## src/rtl/crf_pkg.sv

```systemverilog
package crf_pkg;

  localparam int unsigned FLD_W = 4;

  // bit selector inside a field
  typedef enum logic [1:0] {
    CRB_LT = 2'd0,
    CRB_GT = 2'd1,
    CRB_EQ = 2'd2,
    CRB_SO = 2'd3
  } crb_sel_e;

  // one field; lt is the most significant bit
  typedef struct packed {
    logic lt;
    logic gt;
    logic eq;
    logic so;
  } crf_field_t;

  typedef struct packed {
    logic     uncond;
    logic     sense;
    crb_sel_e sel;
  } br_cond_t;

endpackage

```

## src/rtl/crf_compare.sv

```systemverilog
module crf_compare
  import crf_pkg::*;
#(
  parameter  int unsigned DATA_W = 32,
  parameter  int unsigned IMM_W  = 16,
  localparam int unsigned EXT_W  = DATA_W - IMM_W
) (
  input  logic [DATA_W-1:0] opa,
  input  logic [DATA_W-1:0] opb,
  input  logic [IMM_W-1:0]  imm,
  input  logic              use_imm,
  input  logic              is_unsigned,
  input  logic              so_in,
  output crf_field_t        res
);

  logic [DATA_W-1:0] rhs;
  logic [DATA_W-1:0] lhs_key;
  logic [DATA_W-1:0] rhs_key;
  logic              flip;

  always_comb begin
    if (!use_imm) begin
      rhs = opb;
    end else if (is_unsigned) begin
      rhs = {{EXT_W{1'b0}}, imm};
    end else begin
      rhs = {{EXT_W{imm[IMM_W-1]}}, imm};
    end
  end

  // inverting the sign bits maps signed order onto unsigned order
  assign flip    = ~is_unsigned;
  assign lhs_key = {opa[DATA_W-1] ^ flip, opa[DATA_W-2:0]};
  assign rhs_key = {rhs[DATA_W-1] ^ flip, rhs[DATA_W-2:0]};

  always_comb begin
    res.lt = (lhs_key < rhs_key);
    res.eq = (opa == rhs);
    res.gt = ~res.lt & ~res.eq;
    res.so = so_in;
  end

endmodule

```

## src/rtl/crf_field_bank.sv

```systemverilog
module crf_field_bank
  import crf_pkg::*;
#(
  parameter  int unsigned NUM_FLD = 8,
  localparam int unsigned IDX_W   = $clog2(NUM_FLD),
  localparam int unsigned CR_W    = NUM_FLD * FLD_W
) (
  input  logic             clk,
  input  logic             rst_n,
  input  logic             wr_en,
  input  logic [IDX_W-1:0] wr_idx,
  input  crf_field_t       wr_val,
  output logic [CR_W-1:0]  cr_q,
  output crf_field_t       lead_next
);

  for (genvar g = 0; g < NUM_FLD; g++) begin : g_fld
    logic       en;
    crf_field_t nxt;
    crf_field_t cur;

    always_comb begin
      en  = wr_en && (wr_idx == IDX_W'(g));
      nxt = en ? wr_val : cur;
    end

    always_ff @(posedge clk or negedge rst_n) begin
      if (!rst_n) begin
        cur <= '0;
      end else if (en) begin
        cur <= nxt;
      end
    end

    // field 0 sits in the top nibble
    assign cr_q[CR_W-1-FLD_W*g -: FLD_W] = cur;
  end

  assign lead_next = g_fld[0].nxt;

endmodule

```

## src/rtl/crf_branch_eval.sv

```systemverilog
module crf_branch_eval
  import crf_pkg::*;
#(
  parameter int unsigned ADDR_W = 32
) (
  input  logic              br_valid,
  input  br_cond_t          cond,
  input  crf_field_t        fld,
  input  logic [ADDR_W-1:0] pc_seq,
  input  logic [ADDR_W-1:0] target,
  output logic              taken,
  output logic [ADDR_W-1:0] next_pc
);

  logic bit_v;
  logic hit;

  always_comb begin
    case (cond.sel)
      CRB_LT:  bit_v = fld.lt;
      CRB_GT:  bit_v = fld.gt;
      CRB_EQ:  bit_v = fld.eq;
      default: bit_v = fld.so;
    endcase
    hit     = cond.uncond | (bit_v == cond.sense);
    taken   = br_valid & hit;
    next_pc = taken ? target : pc_seq;
  end

endmodule

```

## src/rtl/crf_cmp_branch.sv

```systemverilog
module crf_cmp_branch
  import crf_pkg::*;
#(
  parameter  int unsigned DATA_W  = 32,
  parameter  int unsigned IMM_W   = 16,
  parameter  int unsigned NUM_FLD = 8,
  parameter  int unsigned ADDR_W  = 32,
  localparam int unsigned IDX_W   = $clog2(NUM_FLD),
  localparam int unsigned CR_W    = NUM_FLD * FLD_W
) (
  input  logic              clk,
  input  logic              rst_n,
  input  logic              cmp_valid,
  input  logic              cmp_unsigned,
  input  logic              cmp_use_imm,
  input  logic [IDX_W-1:0]  cmp_field,
  input  logic [DATA_W-1:0] cmp_opa,
  input  logic [DATA_W-1:0] cmp_opb,
  input  logic [IMM_W-1:0]  cmp_imm,
  input  logic              so_in,
  input  logic              br_valid,
  input  logic [3:0]        br_cond,
  input  logic [ADDR_W-1:0] pc_seq,
  input  logic [ADDR_W-1:0] br_target,
  output logic [CR_W-1:0]   cr_q,
  output logic              br_taken,
  output logic [ADDR_W-1:0] next_pc
);

  logic [1:0] rst_pipe;
  logic       rst_int_n;
  crf_field_t cmp_res;
  crf_field_t lead_next;

  // asynchronous assert, synchronous release
  always_ff @(posedge clk or negedge rst_n) begin
    if (!rst_n) begin
      rst_pipe <= '0;
    end else begin
      rst_pipe <= {rst_pipe[0], 1'b1};
    end
  end
  assign rst_int_n = rst_pipe[1];

  crf_compare #(
    .DATA_W (DATA_W),
    .IMM_W  (IMM_W)
  ) u_cmp (
    .opa         (cmp_opa),
    .opb         (cmp_opb),
    .imm         (cmp_imm),
    .use_imm     (cmp_use_imm),
    .is_unsigned (cmp_unsigned),
    .so_in       (so_in),
    .res         (cmp_res)
  );

  crf_field_bank #(
    .NUM_FLD (NUM_FLD)
  ) u_bank (
    .clk       (clk),
    .rst_n     (rst_int_n),
    .wr_en     (cmp_valid),
    .wr_idx    (cmp_field),
    .wr_val    (cmp_res),
    .cr_q      (cr_q),
    .lead_next (lead_next)
  );

  crf_branch_eval #(
    .ADDR_W (ADDR_W)
  ) u_br (
    .br_valid (br_valid),
    .cond     (br_cond_t'(br_cond)),
    .fld      (lead_next),
    .pc_seq   (pc_seq),
    .target   (br_target),
    .taken    (br_taken),
    .next_pc  (next_pc)
  );

endmodule

```

## config.mk

```make
export PLATFORM = sky130hd
export DESIGN_NAME = crf_cmp_branch
export DESIGN_NICKNAME = d
export VERILOG_FILES = /design/src/rtl/crf_pkg.sv /design/src/rtl/crf_compare.sv /design/src/rtl/crf_field_bank.sv /design/src/rtl/crf_branch_eval.sv /design/src/rtl/crf_cmp_branch.sv
export SDC_FILE = /design/constraint.sdc
export NUM_CORES = 1
export LEC_CHECK = 0
export ABC_AREA = 1
export ABC_CLOCK_PERIOD_IN_PS = 7800
export BUFFER_PORTS_ARGS = -buffer_cell sky130_fd_sc_hd__buf_2
export CORE_UTILIZATION = 30
export CTS_BUF_LIST = sky130_fd_sc_hd__clkbuf_2 sky130_fd_sc_hd__clkbuf_4 sky130_fd_sc_hd__clkbuf_8
export DETAILED_ROUTE_END_ITERATION = 8
export PLACE_DENSITY = 0.7
export SLEW_MARGIN = 20
export SYNTH_ARGS = -nofsm -noshare
export SYNTH_HDL_FRONTEND = slang
export SYNTH_SLANG_ARGS = --single-unit
```

## constraint.sdc

```tcl
create_clock -name clk -period 7.8 [get_ports clk]
set_input_delay 1.17 -clock clk [delete_from_list [all_inputs] [get_ports clk]]
set_output_delay 1.17 -clock clk [all_outputs]
set_load 0.02 [all_outputs]
```

# Word level (Yosys, flattened, before mapping)
# Cells that the tools add are included.
# classes
n_lt_le_gt_ge	1
eq_ne	11
n_mux	5
bitwise	8
n_reduce_logical	10
# ops
cell	n
32-bit 2-to-1 mux	3
32-bit == test	1
32-bit less-than comparator	1
3-bit == test (second input constant)	4
1-bit logical AND	8
3-bit by 2-bit == test with 1-bit output (second input constant)	2
4-bit 2-to-1 mux	1
3-bit by 1-bit == test with 1-bit output (second input constant)	1
3-bit logical NOT	1
1-bit inverter	3
1-bit case mux with 3 select lines	1
1-bit bitwise AND	2
2-bit by 1-bit == test with 1-bit output (second input constant)	1
2-bit == test (second input constant)	1
2-bit logical NOT	1
1-bit XOR	2
1-bit == test	1
1-bit OR	1
# totals
register_bits	34
elab_cells	68

# Logic depth before layout (Yosys ltp)
# Gate-level depths: netlist of the first run.
# depth
word_depth	12
mapped_depth	25
ltp_nobuf	23

# Modules after synthesis
# A second synthesis of the first run with hierarchy kept.
# hier_totals
cells_unflattened	460
area_unflattened_um2	3169.3
# modules_own_cells
mod	instances	cells_per_inst	area_per_inst_um2
crf_field_bank	1	164	1347.5
crf_compare	1	171	1196.1
crf_branch_eval	1	122	571.8
crf_cmp_branch	1	3	53.8

# Worst setup path after synthesis of the first run
# No wires, ideal clock.
# synth_timing
kind	input to output
from	in cmp_use_imm
to	out next_pc[22]
arrival_ns	3.692
t_required_ns	6.630
setup_slack_ns	2.938
path_stages	21
cell_sequence	buf_6 -> clkbuf_1 -> mux2i_1 -> ha_1 -> nand2_1 -> nor2_1 -> nand2_1 -> nor3_2 -> nand3_4 -> nand2_1 -> nand2_1 -> a21boi_1 -> a21oi_1 -> nand2_1 -> nand2_1 -> nand2_2 -> nand3_4 -> nand2_4 -> buf_6 -> nand2_1 -> nand2_1
# synth_via
elab_chain_cells	11
elab_cells_between_ends	13
classes_between	order compare: 1; eq/ne: 2; mux: 4; bitwise: 6
# synth_lines
element	line	text
start, declared	crf_cmp_branch.sv:15	input logic cmp_use_imm,
32-bit 2-to-1 mux (*)	crf_compare.sv:23	if (!use_imm) begin
1-bit XOR	crf_compare.sv:35	assign rhs_key = {rhs[DATA_W-1] ^ flip, rhs[DATA_W-2:0]};
32-bit less-than comparator	crf_compare.sv:38	res.lt = (lhs_key < rhs_key);
1-bit inverter	crf_compare.sv:40	res.gt = ~res.lt & ~res.eq;
1-bit bitwise AND	crf_compare.sv:40	
4-bit 2-to-1 mux (*)	crf_field_bank.sv:24	nxt = en ? wr_val : cur;
1-bit case mux with 3 select lines (*)	crf_branch_eval.sv:19	case (cond.sel)
1-bit == test (*)	crf_branch_eval.sv:25	hit = cond.uncond | (bit_v == cond.sense);
1-bit OR (*)	crf_branch_eval.sv:25	
1-bit bitwise AND (*)	crf_branch_eval.sv:26	taken = br_valid & hit;
32-bit 2-to-1 mux (*)	crf_branch_eval.sv:27	next_pc = taken ? target : pc_seq;
end, declared	crf_cmp_branch.sv:27	output logic [ADDR_W-1:0] next_pc
# Every way passes the cells marked *; elsewhere a longest branch is shown, timed or not.

# Worst setup path in the final report of the first run
# layout_timing
from	in cmp_use_imm
to	out next_pc[25]
# The elaborated chain is that of the path after synthesis.

==> flow_metrics.tcl, run 1 <==
set metrics [dict create \
    cts_hold_buffers 0 \
    firstDrtPassIters 4 \
    fin_tns_setup_ns 0 \
    seq_area_um2 851 \
    vias 3489 \
    syn_to_final_growth_pct 43.2 \
    layout-drive-gt1-share_pct 37.8 \
    fmax_mhz 166 \
    dpl.hpwl_mm 7.68 \
    status "finished, final reports clean" \
    crit_type "input port to primary output" \
    nNetsFinal 823 \
    synth-xor-area-share_pct 0.599 \
    end_kind "primary output" \
    hold_ws_ns 0.269 \
    post-route-period-util_pct 77.0 \
    numCtsBuffers 5 \
    worstHoldPathType "flip-flop to asynchronous set/reset pin" \
    cts_resized 0 \
    rrSetupSlack_ns 6.91 \
    ys_types 27 \
    synth_top_area_share_pct 29.1 \
    root_buffer "clkbuf_8" \
    required_ns 6.63 \
    synthCells 418 \
    die_w_um 101 \
    cts_max_path_buffers 2 \
    wl_per_cell_um 11.9 \
    vias_per_cell 4.58 \
    tritoncts "done" \
    top_level_ports 223 \
    dieHeight_um 101 \
    synthAdderAreaFrac_pct 13.7 \
    crit_arrival_ns 4.84 \
    diodes 0 \
    clock_latency_ns 0.27 \
    yosysSeqAreaShare_pct 29.1 \
    cts_setup_buffers 0 \
    worst_ir_drop_vdd_mv 0.0731 \
    path_clk_slew_ns 0.06 \
    grt_setup_unrepaired "no" \
    die-area_mm2 0.0101 \
    drc_errors 0 \
    overflow 0 \
    ant_nets 0 \
    finalSetupViolCount 0 \
    final_cell_mix "222 x buf_2, 140 x nand2_1, 40 x nand3_1" \
    synth.area.top_cells "dfrtp_1 29%, nand2_1 18%, ha_1 14%, nand3_1 6.8%, o21ai_0 6.7%" \
    grt_first_pass_wirelength_mm 14.6 \
    start_util_pct 31.4 \
    synth_area_mm2 0.00293 \
    period_minus_slack_ns 6.01 \
    antenna_found_initial 1 \
    cp-start-kind "input port" \
    finalMaxSlewViolations 0 \
    yosys.area.top_type "dfrtp_1" \
    cts_sinks 34 \
    yosysWarnings 0 \
    drt-initial-drc-count 130 \
    io_buffers 222 \
    synth_fp_nets 608 \
    p_leak_nw 2.51 \
    slew_headroom_pct 55.0 \
    cp-startpoint "cmp_use_imm" \
    ys_ff_latch 34 \
    nFillCells 954 \
    synth_compound_area_share_pct 11.8 \
    core_mm2 0.00933 \
    rr_worst_depth 3 \
    power_density_mw_per_mm2 164 \
    htreeDepth 2 \
    r2r_end "u_bank.cr_q[29]$_DFFE_PN0P_" \
    fin_worst_skew_ns 0.00229 \
    worst_pin_slew_ns 0.675 \
    layout_commonest_cell "buf_2" \
    r2r_start "u_bank.cr_q[29]$_DFFE_PN0P_" \
    crit_end "next_pc[25]" \
    grt_max_degree 35 \
    grt_pass1_vias 3224 \
    cp_max_fo 34 \
    wl_mm 9.02 \
    grtUsageTotal_pct 17.7 \
    multi_input_area_mm2 0.00186 \
    hold_viol 0 \
    total_power_mw 0.687 \
    synthMuxAreaShare_pct 5.18 \
    gp_congestion 0.813 \
    synth_top_family_by_area "simple AND/OR/NAND/NOR gates" \
    cap_violations 0 \
    row_count 35 \
    syn_area_per_cell_um2 7.00 \
    synth-simple-area-share_pct 32.0 \
]
critical path, cell delays in order:
cell,delay [ns]
buf_2,0.53
o21ai_2,0.34
nand2_2,0.16
xnor2_1,0.13
ha_1,0.26
a21oi_1,0.17
o21a_1,0.14
nand2_1,0.05
a21oi_1,0.15
nand2_1,0.22
nand3_1,0.14
nand2_1,0.07
nand2_1,0.06
nand2_1,0.06
nand3_1,0.11
nand3_4,0.32
nand2_4,0.40
nand2_1,0.10
nand2_1,0.08
buf_2,0.16
stage by stage:
stage	cell area, um^2	utilization, %	instances	setup WS [ns]
after floorplan	2930	-	418	2.94
after global placement	4110	44.0	755	1.98
after detailed placement	4110	44.0	755	1.79
after CTS	4190	44.9	761	1.79
after global routing	4190	44.9	761	1.22
final	4190	44.9	761	1.79
state kept, by name, summed over array words and instances (netlist names):
signal and flops:
rst_pipe 2, u_bank.cr_q 32
Yosys cell counts:
cell type    n
dfrtp_1     34
nand2_1    140
mux2_2       1
conb_1       1
o21bai_1     1
nand3_4      2
a21o_1       1
o21ai_2      1
o21ai_0     39
a21oi_1     21
nand3b_1     1
or2_1        1
nand2_2      3
nor2_1      31
ha_1        32
xnor2_1      2
buf_6        4
buf_4        3
nor3_2       1
nand3_1     40
or2_2        1
a21boi_1     1
mux2i_1     14
clkbuf_1     8
inv_1       32
o21a_1       2
nand2_4      1
logic make-up (layout without fill, tap and decap cells):
| kind of cell | count (synthesis) | count (layout) |
|---|---|---|
| buf+inv | 47 | 261 |
| compound gates | 66 | 66 |
| xor+xnor | 2 | 2 |
| fa+ha+maj | 32 | 32 |
| simple gates | 221 | 221 |
| mux | 15 | 15 |
| other cells | 1 | 1 |
| flops | 34 | 34 |
final cells by class:
class,count,area share [%]
multi-input cells,337,44.3
well taps,129,3.85
inverters,32,2.87
repair buffers,223,26.7
flip-flops and latches,34,20.3
clock buffers,6,1.97
power by group:
group          total (mW)  switching, mW  internal, mW  leakage [nW]
clock               0.123         0.0547        0.0679        0.0431
sequential          0.236         0.0207         0.215         0.421
combinational       0.328          0.204         0.124          2.04
how the worst min path moves through the flow:
stage	cells after the start	slack [ns]	from	to
after floorplan	0	0.33	rst_pipe[0]$_DFF_PN0_	rst_pipe[1]$_DFF_PN0_
after global placement	1	0.26	rst_pipe[1]$_DFF_PN0_	u_bank.cr_q[12]$_DFFE_PN0P_
after detailed placement	1	0.28	rst_pipe[1]$_DFF_PN0_	u_bank.cr_q[20]$_DFFE_PN0P_
after CTS	1	0.29	rst_pipe[1]$_DFF_PN0_	u_bank.cr_q[12]$_DFFE_PN0P_
after global routing	1	0.31	rst_pipe[1]$_DFF_PN0_	u_bank.cr_q[20]$_DFFE_PN0P_
final	1	0.27	rst_pipe[1]$_DFF_PN0_	u_bank.cr_q[12]$_DFFE_PN0P_
routing by layer:
layer	vias to the layer above	GRT usage [%]	share of wire, %
li1	1796	-	-
met1	1555	22.0	40
met2	124	32.5	52
met3	12	2.50	5.8
met4	2	3.79	1.4
met5	-	0	0.14
No activity file was read; power rests on OpenSTA's default activity.
==> run 2: changes to the inputs <==
--- a/config.mk
+++ b/config.mk
@@ -6,12 +6,12 @@
 export NUM_CORES = 1
 export LEC_CHECK = 0
 export ABC_AREA = 1
-export ABC_CLOCK_PERIOD_IN_PS = 7800
+export ABC_CLOCK_PERIOD_IN_PS = 5000
 export BUFFER_PORTS_ARGS = -buffer_cell sky130_fd_sc_hd__buf_2
 export CORE_UTILIZATION = 30
 export CTS_BUF_LIST = sky130_fd_sc_hd__clkbuf_2 sky130_fd_sc_hd__clkbuf_4 sky130_fd_sc_hd__clkbuf_8
 export DETAILED_ROUTE_END_ITERATION = 8
-export PLACE_DENSITY = 0.7
+export PLACE_DENSITY = 0.73
 export SLEW_MARGIN = 20
 export SYNTH_ARGS = -nofsm -noshare
 export SYNTH_HDL_FRONTEND = slang
==> constraint.sdc (replaced) <==
create_clock -name clk -period 5 [get_ports clk]
set_input_delay 0.75 -clock clk [delete_from_list [all_inputs] [get_ports clk]]
set_output_delay 0.75 -clock clk [all_outputs]
set_load 0.02 [all_outputs]
==> run 2 against run 1 <==
Effect of this change: final cell count rose by 0.53%; non-clock buffer count rose by 3; first-iteration DRC count fell by 36%; clock power rose by 110%; die area did not move; routed wire length rose by 2.0%; via count fell by 1.1%; hold slack got worse by 0.078 ns; register-to-register slack got worse by 2.8 ns; cell area rose by 1.5%; flip-flop and latch count did not move; combinational power rose by 57%; largest power group unchanged.
==> flow_metrics.tcl, run 2 (synthesis gave the netlist of run 1 again) <==
set metrics [dict create \
    status "finished, final reports clean" \
    final_cell_mix "221 x buf_2, 140 x nand2_1, 40 x nand3_1" \
    required_ns 4.25 \
    layout_commonest_cell "buf_2" \
    crit_arrival_ns 3.84 \
    crit_top_cell "nand2_1" \
    vias_per_cell 4.51 \
    grt_setup_unrepaired "no" \
    maxUsedRoutingLayer "met4" \
    critPathMaxStageDelay_ns 0.34 \
    htreeDepth 2 \
    worst_pin_slew_ns 0.564 \
    cap_violations 0 \
    end_kind "primary output" \
    drt-met1-wl_mm 3.83 \
    cts_setup_buffers 0 \
    nFillCells 947 \
    cts_hold_buffers 0 \
    dieHeight_um 101 \
    antenna_found_initial 0 \
    grt_first_pass_wirelength_mm 14.3 \
    syn_to_final_growth_pct 45.4 \
    instances_no_fill 765 \
    die-area_mm2 0.0101 \
    nNetsFinal 826 \
    crit_type "input port to primary output" \
    switching_share_pct 39.2 \
    p_int_mw 0.693 \
    layout-drive-gt1-share_pct 38.2 \
    cts_sinks 34 \
    tritoncts "done" \
    ant_nets 0 \
    cts_max_path_buffers 2 \
    post-route-period-util_pct 91.8 \
    fmax_mhz 218 \
    worst_ir_drop_vdd_mv 0.141 \
    worstHoldPathType "flip-flop to asynchronous set/reset pin" \
    top_level_ports 223 \
    start_util_pct 31.4 \
    fin_tns_setup_ns 0 \
    finalSetupViolCount 0 \
    gp_congestion 0.862 \
    period_minus_slack_ns 4.59 \
    dr_wl_met3_um 494 \
    dpl.hpwl_mm 7.99 \
    combPwrFrac_pct 45.2 \
    cts_resized 0 \
    p_leak_nw 2.54 \
    diodes 0 \
    clock_latency_ns 0.28 \
    cp_cell_sequence "buf_2 -> o21ai_4 -> o21ai_0 -> ha_1 -> nand2_1 -> nor2_1 -> nand2_1 -> nor2_1 -> nand3_4 -> nand2_1 -> nand2_1 -> a21boi_1 -> a21oi_1 -> nand2_1 -> nand2_1 -> nand2_2 -> nand3_4 -> nand2_4 -> nand2_1 -> nand2_1 -> buf_2" \
    cp-start-kind "input port" \
    cp_max_fo 33 \
    power_frac_seq_pct 32.4 \
    grt_max_degree 34 \
    wl_mm 9.20 \
    hold_ws_ns 0.191 \
    utilization_pct 45.6 \
    vias 3451 \
    wl_per_cell_um 12.0 \
    drc_errors 0 \
    row_count 35 \
    numCtsBuffers 5 \
    slew_headroom_pct 62.4 \
    grt_pass1_vias 3223 \
    grtUsageTotal_pct 17.9 \
    root_buffer "clkbuf_8" \
    placed_cells 758 \
    overflow 0 \
    largest_reg_flops 32 \
    finalMaxSlewViolations 0 \
    met2WireLength_mm 4.71 \
    crit_slowest_cell "o21ai_4" \
    die_w_um 101 \
    firstDrtPassIters 4 \
    drt-initial-drc-count 83 \
    switching_power_mw 0.447 \
    io_buffers 222 \
    path_clk_slew_ns 0.07 \
    hold_viol 0 \
    power_density_mw_per_mm2 268 \
    core_mm2 0.00933 \
    fin_worst_skew_ns 0.00430 \
    pwr-share-clk_pct 22.3 \
]
-- run 2: cell count changes in the layout (fill, tap and decap cells not counted), sizes merged --
cell    before  now
clkbuf       6    7
bufinv       0    1
buf        223  225
-- run 2: area by class of cell --
type | instances | area [um^2] | share of cell area, %
Inverter | 32 | 120 | 2.82
Multi-Input combinational cell | 337 | 1860 | 43.8
Sequential cell | 34 | 851 | 20.0
Timing Repair Buffer | 226 | 1140 | 26.9
Clock buffer | 6 | 82.6 | 1.94
Clock inverter | 1 | 30.0 | 0.706
Tap cell | 129 | 161 | 3.80
-- run 2: worst paths after layout --
kind | start | end | slack [ns] | depth (start not counted)
max | cmp_unsigned | next_pc[8] | 0.41 | 21
min | rst_pipe[1]$_DFF_PN0_ | u_bank.cr_q[1]$_DFFE_PN0P_ | 0.19 | 0
max reg2reg | u_bank.cr_q[29]$_DFFE_PN0P_ | u_bank.cr_q[29]$_DFFE_PN0P_ | 4.10 | 3
min reg2reg | rst_pipe[1]$_DFF_PN0_ | u_bank.cr_q[1]$_DFFE_PN0P_ | 0.19 | 0
max in group asynchronous | rst_pipe[1]$_DFF_PN0_ | u_bank.cr_q[3]$_DFFE_PN0P_ | 4.17 | 1
min in group clk | rst_pipe[0]$_DFF_PN0_ | rst_pipe[1]$_DFF_PN0_ | 0.35 | 0
-- run 2: power groups by stage --
stage               clock network (mW)  logic (mW)  registers (mW)
finish                           0.255       0.516           0.369
global route                     0.269       0.578           0.377
CTS                              0.261       0.521           0.370
detailed placement                   0       0.519           0.375
global placement                     0       0.509           0.373
floorplan                            0       0.241           0.450
-- run 2: layer usage --
| metal | global-route usage [%] | up-vias |
|---|---|---|
| met2 | 33.1 | 133 |
| met4 | 5.24 | 0 |
| met5 | 0 | - |
| li1 | - | 1811 |
| met1 | 21.3 | 1492 |
| met3 | 2.91 | 15 |
-- run 2: worst max-delay path: cells and delay by family --
family,cells,cell delay (ns)
and+or+nand+nor,14,1.78
AOI/OAI and AO/OA,4,0.67
adders and majority gates,1,0.32
buffers and inverters,2,0.31
-- run 2: through the flow --
| step | power [mW] | setup WS, ns | cell area [um^2] |
|---|---|---|---|
| detailed placement | 0.894 | 0.198 | 4130 |
| global route | 1.22 | 0.0118 | 4250 |
| CTS | 1.15 | 0.185 | 4240 |
| finish | 1.14 | 0.410 | 4250 |
| floorplan | 0.690 | 0.978 | 2930 |
| global placement | 0.882 | 0.290 | 4130 |
